<file path="src/rtl/fpdiv_pkg.sv">
package fpdiv_pkg;

   // Sequencer phases of the divider
   typedef enum logic [1:0] {
      ST_IDLE = 2'd0,
      ST_ITER = 2'd1,
      ST_PACK = 2'd2
   } fpdiv_state_e;

endpackage

</file>
<file path="src/rtl/fpdiv_unpack.sv">
// Splits one packed operand into fields and classifies it.
module fpdiv_unpack #(
   parameter  int EXP_W  = 8,
   parameter  int FRAC_W = 23,
   localparam int TOT_W  = 1 + EXP_W + FRAC_W,
   localparam int MANT_W = FRAC_W + 1
) (
   input  logic [TOT_W-1:0]  word,
   output logic              sgn,
   output logic [EXP_W-1:0]  expo,
   output logic [MANT_W-1:0] mant,
   output logic              is_zero,
   output logic              is_bad
);

   logic [FRAC_W-1:0] frac;
   logic              exp_lo;
   logic              exp_hi;

   always_comb begin
      sgn     = word[TOT_W-1];
      expo    = word[TOT_W-2:FRAC_W];
      frac    = word[FRAC_W-1:0];
      exp_lo  = (expo == '0);
      exp_hi  = &expo;
      is_zero = exp_lo && (frac == '0);
      // subnormal, infinity and NaN are all refused
      is_bad  = exp_hi || (exp_lo && (frac != '0));
      mant    = {1'b1, frac};
   end

endmodule

</file>
<file path="src/rtl/fpdiv_nr_core.sv">
// Non-restoring significand divider: one quotient bit per step.
// The partial remainder carries three zero guard bits above the significand,
// so the dividend enters already shifted down relative to the register and
// no significant bit can be lost while it is doubled.
module fpdiv_nr_core #(
   parameter  int MANT_W = 24,
   localparam int QBITS  = MANT_W + 2,
   localparam int RW     = MANT_W + 3
) (
   input  logic              clk,
   input  logic              rst_n,
   input  logic              load,
   input  logic              step,
   input  logic [MANT_W-1:0] dvd_m,
   input  logic [MANT_W-1:0] dvs_m,
   output logic [QBITS-1:0]  qbits,
   output logic              rem_nz
);

   logic signed [RW-1:0] part_r;
   logic [MANT_W-1:0]    dvs_r;
   logic [QBITS-1:0]     q_r;
   logic                 sub_nxt;

   logic signed [RW-1:0] dvs_ext;
   logic signed [RW-1:0] trial;
   logic signed [RW-1:0] fixed_rem;
   logic                 qbit;

   always_comb begin
      dvs_ext   = signed'({{(RW-MANT_W){1'b0}}, dvs_r});
      trial     = sub_nxt ? (part_r - dvs_ext) : (part_r + dvs_ext);
      qbit      = ~trial[RW-1];
      // after the last step the remainder is already doubled: a negative
      // outcome is repaired with twice the divisor
      fixed_rem = sub_nxt ? part_r : (part_r + (dvs_ext <<< 1));
      rem_nz    = (fixed_rem != '0);
      qbits     = q_r;
   end

   always_ff @(posedge clk or negedge rst_n) begin
      if (!rst_n) begin
         part_r  <= '0;
         dvs_r   <= '0;
         q_r     <= '0;
         sub_nxt <= 1'b1;
      end else if (load) begin
         part_r  <= signed'({{(RW-MANT_W){1'b0}}, dvd_m});
         dvs_r   <= dvs_m;
         q_r     <= '0;
         sub_nxt <= 1'b1;
      end else if (step) begin
         part_r  <= trial <<< 1;
         q_r     <= {q_r[QBITS-2:0], qbit};
         sub_nxt <= qbit;
      end
   end

endmodule

</file>
<file path="src/rtl/fpdiv_round.sv">
// One-place normalization, nearest-even rounding, range check and packing.
module fpdiv_round #(
   parameter  int EXP_W   = 8,
   parameter  int FRAC_W  = 23,
   localparam int TOT_W   = 1 + EXP_W + FRAC_W,
   localparam int MANT_W  = FRAC_W + 1,
   localparam int QBITS   = MANT_W + 2,
   localparam int EW      = EXP_W + 2,
   localparam int EXP_MAX = (1 << EXP_W) - 1
) (
   input  logic [QBITS-1:0] qbits,
   input  logic             rem_nz,
   input  logic             sgn,
   input  logic [EW-1:0]    ediff,
   output logic [TOT_W-1:0] packed_q,
   output logic             range_err
);

   logic              hi;
   logic [MANT_W-1:0] mant_pre;
   logic              rnd;
   logic              stk;
   logic              inc;
   logic [MANT_W:0]   sum;
   logic [EW-1:0]     e_fin;

   always_comb begin
      hi       = qbits[QBITS-1];
      mant_pre = hi ? qbits[QBITS-1:2] : qbits[QBITS-2:1];
      rnd      = hi ? qbits[1] : qbits[0];
      stk      = rem_nz | (hi & qbits[0]);
      inc      = rnd & (stk | mant_pre[0]);
      sum      = {1'b0, mant_pre} + {{MANT_W{1'b0}}, inc};
      e_fin    = ediff - EW'(!hi) + EW'(sum[MANT_W]);
      range_err = e_fin[EW-1] | (e_fin == '0) | (e_fin >= EW'(EXP_MAX));
      // on a rounding carry the stored fraction bits are all zero
      packed_q = {sgn, e_fin[EXP_W-1:0], sum[FRAC_W-1:0]};
   end

endmodule

</file>
<file path="src/rtl/fpdiv_top.sv">
module fpdiv_top #(
   parameter int EXP_W  = 8,
   parameter int FRAC_W = 23
) (
   input  logic                        clk,
   input  logic                        rst_n,
   input  logic                        start,
   input  logic [EXP_W+FRAC_W:0]       dividend,
   input  logic [EXP_W+FRAC_W:0]       divisor,
   output logic                        done,
   output logic [EXP_W+FRAC_W:0]       quotient,
   output logic                        trap
);
   import fpdiv_pkg::*;

   localparam int TOT_W  = 1 + EXP_W + FRAC_W;
   localparam int MANT_W = FRAC_W + 1;
   localparam int QBITS  = MANT_W + 2;
   localparam int EW     = EXP_W + 2;
   localparam int BIAS   = (1 << (EXP_W - 1)) - 1;
   localparam int CNT_W  = $clog2(QBITS);

   if (EXP_W < 3 || EXP_W > 15) begin : g_bad_exp
      $error("fpdiv_top: EXP_W out of supported range");
   end
   if (FRAC_W < 4 || FRAC_W > 52) begin : g_bad_frac
      $error("fpdiv_top: FRAC_W out of supported range");
   end

   // ---------------- operand decode ----------------
   logic [TOT_W-1:0]  opw     [2];
   logic              sgn_w   [2];
   logic [EXP_W-1:0]  exp_w   [2];
   logic [MANT_W-1:0] mant_w  [2];
   logic              zero_w  [2];
   logic              bad_w   [2];

   assign opw[0] = dividend;
   assign opw[1] = divisor;

   for (genvar g = 0; g < 2; g++) begin : g_unp
      fpdiv_unpack #(.EXP_W(EXP_W), .FRAC_W(FRAC_W)) u_unp (
         .word    (opw[g]),
         .sgn     (sgn_w[g]),
         .expo    (exp_w[g]),
         .mant    (mant_w[g]),
         .is_zero (zero_w[g]),
         .is_bad  (bad_w[g])
      );
   end

   logic          spec_trap;
   logic          spec_zero;
   logic [EW-1:0] ediff_next;

   always_comb begin
      spec_trap  = bad_w[0] | bad_w[1] | zero_w[1];
      spec_zero  = zero_w[0] & ~spec_trap;
      ediff_next = EW'(exp_w[0]) - EW'(exp_w[1]) + EW'(BIAS);
   end

   // ---------------- sequencer ----------------
   fpdiv_state_e     state;
   logic [CNT_W-1:0] cnt;
   logic             sgn_r;
   logic [EW-1:0]    ediff_r;
   logic             sp_trap_r;
   logic             sp_zero_r;
   logic             accept;

   assign accept = start && (state == ST_IDLE);

   // ---------------- datapath ----------------
   logic [QBITS-1:0] qbits;
   logic             rem_nz;
   logic [TOT_W-1:0] packed_q;
   logic             range_err;

   fpdiv_nr_core #(.MANT_W(MANT_W)) u_core (
      .clk    (clk),
      .rst_n  (rst_n),
      .load   (accept),
      .step   (state == ST_ITER),
      .dvd_m  (mant_w[0]),
      .dvs_m  (mant_w[1]),
      .qbits  (qbits),
      .rem_nz (rem_nz)
   );

   fpdiv_round #(.EXP_W(EXP_W), .FRAC_W(FRAC_W)) u_round (
      .qbits     (qbits),
      .rem_nz    (rem_nz),
      .sgn       (sgn_r),
      .ediff     (ediff_r),
      .packed_q  (packed_q),
      .range_err (range_err)
   );

   always_ff @(posedge clk or negedge rst_n) begin
      if (!rst_n) begin
         state     <= ST_IDLE;
         cnt       <= '0;
         sgn_r     <= 1'b0;
         ediff_r   <= '0;
         sp_trap_r <= 1'b0;
         sp_zero_r <= 1'b0;
         done      <= 1'b0;
         quotient  <= '0;
         trap      <= 1'b0;
      end else begin
         done <= 1'b0;
         unique case (state)
            ST_IDLE: begin
               if (start) begin
                  sgn_r     <= sgn_w[0] ^ sgn_w[1];
                  ediff_r   <= ediff_next;
                  sp_trap_r <= spec_trap;
                  sp_zero_r <= spec_zero;
                  cnt       <= '0;
                  state     <= (spec_trap | spec_zero) ? ST_PACK : ST_ITER;
               end
            end
            ST_ITER: begin
               cnt <= cnt + 1'b1;
               if (cnt == CNT_W'(QBITS - 1)) state <= ST_PACK;
            end
            ST_PACK: begin
               done  <= 1'b1;
               trap  <= sp_trap_r | (~sp_zero_r & range_err);
               if (sp_trap_r)       quotient <= '0;
               else if (sp_zero_r)  quotient <= {sgn_r, {(TOT_W-1){1'b0}}};
               else if (range_err)  quotient <= '0;
               else                 quotient <= packed_q;
               state <= ST_IDLE;
            end
            default: state <= ST_IDLE;
         endcase
      end
   end

endmodule

</file>
<file path="config.mk">
export PLATFORM = sky130hd
export DESIGN_NAME = fpdiv_top
export DESIGN_NICKNAME = d
export VERILOG_FILES = /design/src/rtl/fpdiv_pkg.sv /design/src/rtl/fpdiv_unpack.sv /design/src/rtl/fpdiv_nr_core.sv /design/src/rtl/fpdiv_round.sv /design/src/rtl/fpdiv_top.sv
export SDC_FILE = /design/constraint.sdc
export NUM_CORES = 1
export LEC_CHECK = 0
export ABC_AREA = 1
export BUFFER_PORTS_ARGS = -buffer_cell sky130_fd_sc_hd__buf_4
export CAP_MARGIN = 20
export CORE_MARGIN = 2
export CORE_UTILIZATION = 55
export DETAILED_ROUTE_END_ITERATION = 8
export PLACE_DENSITY = 0.85
export SLEW_MARGIN = 40
export SYNTH_ARGS = -nofsm -noshare
export SYNTH_HDL_FRONTEND = slang
export SYNTH_SLANG_ARGS = --single-unit
</file>
<file path="constraint.sdc">
create_clock -name clk -period 4.3 [get_ports clk]
set_input_delay 0.86 -clock clk [delete_from_list [all_inputs] [get_ports clk]]
set_output_delay 0.86 -clock clk [all_outputs]
set_load 0.01 [all_outputs]
</file>
==> impl_metrics.xml, run 1 <==
<?xml version="1.0" encoding="UTF-8"?>
<metrics>
  <group name="power">
    <metric name="p_clk_share" unit="%">12.0</metric>
    <metric name="intPower" unit="mW">5.60</metric>
    <metric name="p_seq_share" unit="%">19.1</metric>
    <metric name="power_per_cell_area" unit="nW/um2">930</metric>
    <metric name="vdd_drop_max" unit="uV">553</metric>
    <metric name="switching_power" unit="mW">6.37</metric>
    <metric name="power.switching_fraction" unit="%">53.2</metric>
    <metric name="power.share.combinational" unit="%">68.9</metric>
    <metric name="leakagePower" unit="nW">6.57</metric>
  </group>
  <group name="timing">
    <metric name="clock_skew" unit="ns">0.0143</metric>
    <metric name="period_share" unit="%">109</metric>
    <metric name="finalMaxSlewViolations" unit="">0</metric>
    <metric name="rsz_0062_raised_after_global_routing" unit="">yes</metric>
    <metric name="hold-worst-slack" unit="ns">0.408</metric>
    <metric name="timing.final.crit_period" unit="ns">4.68</metric>
    <metric name="worst_margin_slew" unit="ns">0.820</metric>
    <metric name="layout_setup_ws" unit="ns">-0.381</metric>
    <metric name="finalHoldViolCount" unit="">0</metric>
    <metric name="max_slew_margin" unit="%">45.0</metric>
    <metric name="achievable-frequency" unit="GHz">0.214</metric>
    <metric name="final_number_of_setup_violating_endpoints" unit="">33</metric>
  </group>
  <group name="worst_setup_path">
    <metric name="endpoint_kind" unit="">register</metric>
    <metric name="timing_worst_setup_path_type" unit="">register to register</metric>
    <metric name="timing.critical_path.required" unit="ns">4.67</metric>
    <metric name="cp_common_cell" unit="">sky130_fd_sc_hd__buf_4</metric>
    <metric name="r2r_setup_slack" unit="ns">-0.38</metric>
    <metric name="crit_path_max_fanout" unit="">7</metric>
    <metric name="crit_arrival" unit="ns">5.05</metric>
    <metric name="cp-start-kind" unit="">register</metric>
    <metric name="crit_slowest_cell" unit="">sky130_fd_sc_hd__dfrtp_2</metric>
    <metric name="slowest_delay" unit="ns">0.48</metric>
  </group>
  <group name="yosys">
    <metric name="synthFlopType" unit="">sky130_fd_sc_hd__dfrtp_1</metric>
    <metric name="ys_async_sr_fraction" unit="%">100</metric>
    <metric name="yosysWarnings" unit="">0</metric>
    <metric name="synth_fa_ha_area_share" unit="%">9.43</metric>
    <metric name="synth_sequential_area_ratio" unit="%">31.4</metric>
    <metric name="synth_enable_flop_cells" unit="">0</metric>
    <metric name="ys_seq_elements" unit="">132</metric>
    <metric name="postSynthAreaPerCell" unit="um2">6.83</metric>
    <metric name="post_synth_and_or_nand_nor_area_fraction" unit="%">27.7</metric>
    <metric name="synth_top_family_by_area" unit="">simple AND/OR/NAND/NOR gates</metric>
    <metric name="synth-compound-area-share" unit="%">15.4</metric>
    <metric name="synth_mux_area_share" unit="%">0.0950</metric>
    <metric name="post_synth_instance_area" unit="um2">10500</metric>
    <metric name="count_of_cell_types_in_the_netlist" unit="">47</metric>
    <metric name="synth_cells" unit="">1542</metric>
    <metric name="synth_xor_area_share" unit="%">6.23</metric>
    <metric name="postSynthNetCount" unit="">1686</metric>
  </group>
  <group name="floorplan">
    <metric name="floorplan.rows" unit="">50</metric>
    <metric name="die_span_in_x" unit="um">142</metric>
    <metric name="floorplan.die_area" unit="um2">20300</metric>
    <metric name="chipHeight" unit="um">142</metric>
    <metric name="coreArea" unit="um2">18800</metric>
    <metric name="io_pins" unit="">101</metric>
    <metric name="start_util" unit="%">56.1</metric>
  </group>
  <group name="final_layout">
    <metric name="number_of_antenna_repair_diodes" unit="">0</metric>
    <metric name="final_common_cell" unit="">sky130_fd_sc_hd__nand2_1</metric>
    <metric name="post_route_cells_drive_above_1_share" unit="%">16.3</metric>
    <metric name="nNetsFinal" unit="">1845</metric>
    <metric name="syn_to_final_growth" unit="%">22.2</metric>
    <metric name="layout.cells.most_common_list" unit="">sky130_fd_sc_hd__nand2_1, sky130_fd_sc_hd__inv_1, sky130_fd_sc_hd__buf_4</metric>
  </group>
  <group name="detailed_routing">
    <metric name="routed_wire_length_per_instance" unit="um">16.0</metric>
    <metric name="wl" unit="um">31200</metric>
    <metric name="vias_per_cell" unit="">5.69</metric>
    <metric name="first_iter_violations" unit="">988</metric>
    <metric name="detailed_route_via_count" unit="">11100</metric>
    <metric name="firstDrtPassIters" unit="">6</metric>
    <metric name="antenna_violating_nets_post_route" unit="">0</metric>
    <metric name="post-route-drc-count" unit="">0</metric>
  </group>
  <group name="clocking">
    <metric name="cts_max_path_buffers" unit="">2</metric>
    <metric name="clk_transition_reported_paths" unit="ns">0.07</metric>
    <metric name="skew_pair_late_insertion_delay" unit="ns">0.45</metric>
    <metric name="clock_buffer_count_from_cts" unit="">17</metric>
    <metric name="clock_sinks" unit="">132</metric>
    <metric name="clock_tree_from_tritoncts" unit="">done</metric>
    <metric name="root_buffer" unit="">sky130_fd_sc_hd__clkbuf_16</metric>
    <metric name="cts_hold_buffers" unit="">0</metric>
    <metric name="cts_htree_levels" unit="">4</metric>
  </group>
  <group name="grt">
    <metric name="number_of_global_route_vias_before_repair" unit="">10800</metric>
    <metric name="number_of_antenna_violations_at_the_first_check_in_global_routing" unit="">0</metric>
    <metric name="grt_usage" unit="%">31.1</metric>
    <metric name="grt_pass1_wl" unit="um">50700</metric>
    <metric name="gr-total-overflow" unit="">0</metric>
    <metric name="grt_max_degree" unit="">95</metric>
  </group>
  <group name="flow_run">
    <metric name="maxCapViolCount" unit="">0</metric>
  </group>
  <group name="worst_hold_path">
    <metric name="timing.hold.worst.class" unit="">input port to asynchronous set/reset pin</metric>
  </group>
  <group name="place">
    <metric name="place.port_buffers" unit="">100</metric>
    <metric name="preCtsSetupSlack" unit="ns">-0.358</metric>
    <metric name="dp_hpwl" unit="um">22000</metric>
    <metric name="routability_cong" unit="">0.931</metric>
  </group>
  <group name="run_status">
    <metric name="violations_in_the_final_reports" unit="">setup timing</metric>
    <metric name="run_status" unit="">complete, but fails checks</metric>
  </group>
</metrics>
power groups by stage:
| stage | sequential (mW) | combinational (mW) | clock [mW] |
|---|---|---|---|
| 6_report | 2.29 | 8.25 | 1.44 |
| 5_1_grt | 2.32 | 9.27 | 1.49 |
| 4_1_cts | 2.25 | 7.96 | 1.44 |
| 3_5_place_dp | 2.25 | 7.75 | 0 |
| 3_3_place_gp | 2.24 | 7.56 | 0 |
| 2_1_floorplan | 2.11 | 5.85 | 0 |
repair_timing:
| action | in CTS | in global routing |
|---|---|---|
| endpoints found under the hold margin | 0 | 0 |
| resized for setup | 44 | 43 |
| setup buffers | 23 | 5 |
| cloned | 1 | 2 |
| pin swaps | 9 | 2 |
| endpoints found under the setup margin | 33 | 35 |
cells in the mapped netlist (4+ instances only):
cell / count / area, um2
sky130_fd_sc_hd__nand2_1: 419 / 1570
sky130_fd_sc_hd__inv_1: 233 / 875
sky130_fd_sc_hd__nor2_1: 132 / 495
sky130_fd_sc_hd__dfrtp_1: 131 / 3280
sky130_fd_sc_hd__o21ai_0: 105 / 526
sky130_fd_sc_hd__a21oi_1: 83 / 415
sky130_fd_sc_hd__nand3_1: 74 / 370
sky130_fd_sc_hd__ha_1: 73 / 913
sky130_fd_sc_hd__xor2_1: 48 / 420
sky130_fd_sc_hd__o22ai_1: 28 / 175
sky130_fd_sc_hd__clkbuf_1: 27 / 101
sky130_fd_sc_hd__xnor2_1: 27 / 236
sky130_fd_sc_hd__nor3_1: 25 / 125
sky130_fd_sc_hd__nand4_1: 22 / 138
sky130_fd_sc_hd__o221ai_1: 16 / 140
sky130_fd_sc_hd__o21ai_1: 14 / 70.1
sky130_fd_sc_hd__nor4_1: 12 / 75.1
sky130_fd_sc_hd__o21bai_1: 9 / 67.6
sky130_fd_sc_hd__a21o_1: 6 / 45.0
sky130_fd_sc_hd__a31oi_1: 5 / 31.3
sky130_fd_sc_hd__o211ai_1: 5 / 37.5
sky130_fd_sc_hd__fa_1: 4 / 80.1
sky130_fd_sc_hd__o31ai_1: 4 / 30.0
layout make-up:
type / count / area (um2)
timing repair buffer: 174 / 1370
sequential: 132 / 3310
tap: 234 / 293
clock inverter: 14 / 133
clock buffer: 18 / 439
multi-input combinational: 1139 / 6440
inverter: 237 / 890
fill: 1537 / 5890
per-stage QoR:
stage | power, mW | util (%) | area [um2] | cells | setup TNS [ns]
3_3_place_gp | 9.79 | 62.8 | 11800 | 1885 | -2.94
3_5_place_dp | 10.0 | 62.8 | 11800 | 1885 | -10.07
6_report | 12.0 | 68.6 | 12900 | 1948 | -10.73
4_1_cts | 11.6 | 67.5 | 12700 | 1941 | -1.00
2_1_floorplan | 7.96 | - | 10600 | 1542 | 0
5_1_grt | 13.1 | 68.6 | 12900 | 1948 | -18.10
metal layers:
layer	up-vias	GRT usage [%]	share of wire (%)
li1	5363	-	-
met1	5115	40.3	42
met2	502	52.0	47
met3	96	4.85	7.4
met4	0	12.8	3.6
met5	-	0	0
kinds of logic (layout without fill, tap and decap cells):
| group | count (synthesis) | count (layout) |
|---|---|---|
| buf+inv | 271 | 443 |
| flops | 132 | 132 |
| compound gates | 285 | 285 |
| xor+xnor | 75 | 75 |
| mux | 1 | 1 |
| simple gates | 701 | 701 |
| fa+ha+maj | 77 | 77 |
state kept, by name (all words and copies together), names as in the netlist:
name,flops
quotient,32
u_core.part_r,27
u_core.qbits,26
u_core.dvs_r,24
ediff_r,10
cnt,5
state,2
done,1
sgn_r,1
sp_trap_r,1
sp_zero_r,1
trap,1
u_core.sub_nxt,1
path summary, 6_finish.rpt:
| path | end | start | cells after the start |
|---|---|---|---|
| max | quotient[22]$_DFFE_PN0P_ | u_core.qbits[25]$_DFFE_PN0P_ | 34 |
| min | u_core.part_r[16]$_DFFE_PN0P_ | rst_n | 1 |
| max reg2reg | quotient[22]$_DFFE_PN0P_ | u_core.qbits[25]$_DFFE_PN0P_ | 34 |
| min reg2reg | quotient[10]$_DFFE_PN0P_ | quotient[10]$_DFFE_PN0P_ | 2 |
| max in group asynchronous | quotient[23]$_DFFE_PN0P_ | rst_n | 2 |
| min in group clk | quotient[10]$_DFFE_PN0P_ | quotient[10]$_DFFE_PN0P_ | 2 |
critical path, delay by kind of cell, from the launching register on:
| kind | cells | cell delay, ns |
|---|---|---|
| xor gates and xnor gates | 1 | 0.15 |
| and+or+nand+nor | 10 | 1.12 |
| DFF | 1 | 0.48 |
| buffers and inverters | 21 | 2.69 |
| AOI/OAI and AO/OA | 2 | 0.18 |
No activity file was read; power rests on OpenSTA's default activity.
==> run 2: changes to the inputs <==
- PLACE_DENSITY: 0.85 -> 0.75
==> impl_metrics.xml, run 2 (synthesis gave the netlist of run 1 again) <==
<?xml version="1.0" encoding="UTF-8"?>
<metrics>
  <group name="run_status">
    <metric name="run_status" unit="">complete, but fails checks</metric>
    <metric name="violations_in_the_final_reports" unit="">setup timing</metric>
  </group>
  <group name="power">
    <metric name="p_seq_share" unit="%">19.1</metric>
    <metric name="power.share.combinational" unit="%">69.0</metric>
    <metric name="switching_power" unit="mW">6.47</metric>
    <metric name="report.power.total" unit="mW">12.2</metric>
    <metric name="vdd_drop_max" unit="uV">584</metric>
    <metric name="p_clk_share" unit="%">11.8</metric>
    <metric name="power_per_cell_area" unit="nW/um2">904</metric>
    <metric name="intPower" unit="mW">5.72</metric>
    <metric name="power.switching_fraction" unit="%">53.0</metric>
    <metric name="leakagePower" unit="nW">6.90</metric>
  </group>
  <group name="worst_setup_path">
    <metric name="crit_arrival" unit="ns">5.17</metric>
    <metric name="path_buf_inv" unit="">4</metric>
    <metric name="endpoint_kind" unit="">register</metric>
    <metric name="timing_worst_setup_path_type" unit="">register to register</metric>
    <metric name="crit_path_max_fanout" unit="">8</metric>
    <metric name="cp-start-kind" unit="">register</metric>
    <metric name="crit_slowest_cell" unit="">sky130_fd_sc_hd__dfrtp_2</metric>
    <metric name="cp_top_family" unit="">simple AND/OR/NAND/NOR gates</metric>
    <metric name="timing.critical_path.required" unit="ns">4.65</metric>
    <metric name="slowest_delay" unit="ns">0.50</metric>
  </group>
  <group name="timing">
    <metric name="finalHoldViolCount" unit="">0</metric>
    <metric name="achievable-frequency" unit="GHz">0.207</metric>
    <metric name="timing.final.crit_period" unit="ns">4.83</metric>
    <metric name="worst_margin_slew" unit="ns">0.735</metric>
    <metric name="finalMaxSlewViolations" unit="">0</metric>
    <metric name="final_number_of_setup_violating_endpoints" unit="">33</metric>
    <metric name="clock_skew" unit="ns">0.0146</metric>
    <metric name="layout_setup_ws" unit="ns">-0.525</metric>
    <metric name="max_slew_margin" unit="%">50.6</metric>
    <metric name="rsz_0062_raised_after_global_routing" unit="">yes</metric>
    <metric name="period_share" unit="%">112</metric>
  </group>
  <group name="clocking">
    <metric name="cts_max_path_buffers" unit="">2</metric>
    <metric name="skew_pair_late_insertion_delay" unit="ns">0.44</metric>
    <metric name="clk_transition_reported_paths" unit="ns">0.07</metric>
    <metric name="root_buffer" unit="">sky130_fd_sc_hd__clkbuf_16</metric>
    <metric name="cts_htree_levels" unit="">4</metric>
    <metric name="clock_tree_from_tritoncts" unit="">done</metric>
    <metric name="clock_sinks" unit="">132</metric>
    <metric name="clock_buffer_count_from_cts" unit="">17</metric>
  </group>
  <group name="floorplan">
    <metric name="floorplan.rows" unit="">50</metric>
    <metric name="floorplan.die_area" unit="um2">20300</metric>
    <metric name="chipHeight" unit="um">142</metric>
    <metric name="coreArea" unit="um2">18800</metric>
    <metric name="io_pins" unit="">101</metric>
    <metric name="die_span_in_x" unit="um">142</metric>
    <metric name="start_util" unit="%">56.1</metric>
  </group>
  <group name="detailed_routing">
    <metric name="post-route-drc-count" unit="">0</metric>
    <metric name="vias_per_cell" unit="">5.72</metric>
    <metric name="firstDrtPassIters" unit="">8</metric>
    <metric name="first_iter_violations" unit="">1013</metric>
    <metric name="detailed_route_via_count" unit="">11500</metric>
    <metric name="antenna_violating_nets_post_route" unit="">0</metric>
    <metric name="routed_wire_length_per_instance" unit="um">17.0</metric>
    <metric name="wl" unit="um">34100</metric>
  </group>
  <group name="final_layout">
    <metric name="register_area" unit="um2">3310</metric>
    <metric name="post_route_cells_drive_above_1_share" unit="%">19.4</metric>
    <metric name="number_of_antenna_repair_diodes" unit="">0</metric>
    <metric name="final_common_cell" unit="">sky130_fd_sc_hd__nand2_1</metric>
    <metric name="final.fill_count" unit="">1479</metric>
    <metric name="largest-register" unit="">quotient</metric>
    <metric name="nNetsFinal" unit="">1906</metric>
    <metric name="syn_to_final_growth" unit="%">28.0</metric>
    <metric name="layout.cells.most_common_list" unit="">sky130_fd_sc_hd__nand2_1, sky130_fd_sc_hd__inv_1, sky130_fd_sc_hd__buf_4</metric>
    <metric name="multi_input_comb_area" unit="um2">6520</metric>
    <metric name="largest_reg_flops" unit="">32</metric>
  </group>
  <group name="place">
    <metric name="dp_hpwl" unit="um">21700</metric>
    <metric name="preCtsSetupSlack" unit="ns">-0.358</metric>
    <metric name="place.port_buffers" unit="">100</metric>
    <metric name="routability_cong" unit="">0.938</metric>
  </group>
  <group name="grt">
    <metric name="grt_max_degree" unit="">99</metric>
    <metric name="number_of_antenna_violations_at_the_first_check_in_global_routing" unit="">0</metric>
    <metric name="grt_usage" unit="%">32.0</metric>
    <metric name="number_of_global_route_vias_before_repair" unit="">10500</metric>
    <metric name="grt_pass1_wl" unit="um">51900</metric>
    <metric name="gr-total-overflow" unit="">0</metric>
  </group>
  <group name="flow_run">
    <metric name="maxCapViolCount" unit="">0</metric>
  </group>
  <group name="worst_hold_path">
    <metric name="timing.hold.worst.class" unit="">input port to asynchronous set/reset pin</metric>
  </group>
</metrics>
## run 2: changes by cell type in the layout (fill, tap and decap cells not counted), sizes merged
| cell | change |
|---|---|
| inv | -1 |
| clkbuf | -2 |
| clkinv | +2 |
| buf | +62 |
## run 2: per-layer routing
layer / GRT usage, % / share of wire [%] / routed length [um] / vias up
li1: - / - / - / 5476
met1: 44.7 / 43 / 14600 / 5300
met2: 51.1 / 45 / 15300 / 601
met3: 6.09 / 9.1 / 3100 / 107
met4: 8.60 / 3.1 / 1060 / 0
met5: 0 / 0 / 0 / -
## run 2: final timing paths
| kind | start | to | slack (ns) | cells after the start |
|---|---|---|---|---|
| worst max-delay path | u_core.qbits[25]$_DFFE_PN0P_ | quotient[11]$_DFFE_PN0P_ | -0.53 | 29 |
| worst min-delay path | rst_n | u_core.part_r[18]$_DFFE_PN0P_ | 0.26 | 1 |
| worst max register to register | u_core.qbits[25]$_DFFE_PN0P_ | quotient[11]$_DFFE_PN0P_ | -0.53 | 29 |
| worst min register to register | quotient[21]$_DFFE_PN0P_ | quotient[21]$_DFFE_PN0P_ | 0.49 | 2 |
| max in group asynchronous | rst_n | u_core.qbits[24]$_DFFE_PN0P_ | 3.08 | 3 |
| min in group clk | quotient[21]$_DFFE_PN0P_ | quotient[21]$_DFFE_PN0P_ | 0.49 | 2 |
## run 2: power groups by stage
| stage | clock network [mW] | registers (mW) | logic (mW) |
|---|---|---|---|
| 2_1_floorplan | 0 | 2.11 | 5.85 |
| 3_5_place_dp | 0 | 2.29 | 7.75 |
| 5_1_grt | 1.50 | 2.37 | 9.44 |
| 3_3_place_gp | 0 | 2.27 | 7.64 |
| 4_1_cts | 1.44 | 2.27 | 7.98 |
| 6_report | 1.44 | 2.33 | 8.41 |
## run 2: metrics by stage
| stage | instance area [um2] | std cells | hold slack (ns) | utilization [%] | setup TNS (ns) |
|---|---|---|---|---|---|
| after floorplan | 10600 | 1542 | 0.449 | - | 0 |
| after global placement | 11800 | 1886 | 0.467 | 62.8 | -2.93 |
| after detailed placement | 11800 | 1886 | 0.474 | 62.9 | -9.81 |
| after CTS | 13100 | 1995 | 0.491 | 69.7 | -3.58 |
| after global routing | 13500 | 2009 | 0.263 | 71.8 | -21.05 |
| final | 13500 | 2009 | 0.260 | 71.8 | -14.60 |
## run 2: what timing repair did
action / 4_1_cts / 5_1_grt
pin swaps: 2 / 31
hold buffers: 0 / 0
setup buffers: 74 / 14
endpoints found under the setup margin: 33 / 36
cloned: 3 / 1
gates resized for setup: 23 / 81
## run 2: cell type report
class / count / share of cell area [%]
Sequential cell: 132 / 24.5
Inverter: 237 / 6.62
Timing Repair Buffer: 235 / 14.0
Tap cell: 234 / 2.17
Multi-Input combinational cell: 1139 / 48.4
Clock buffer: 17 / 3.16
Clock inverter: 15 / 1.18
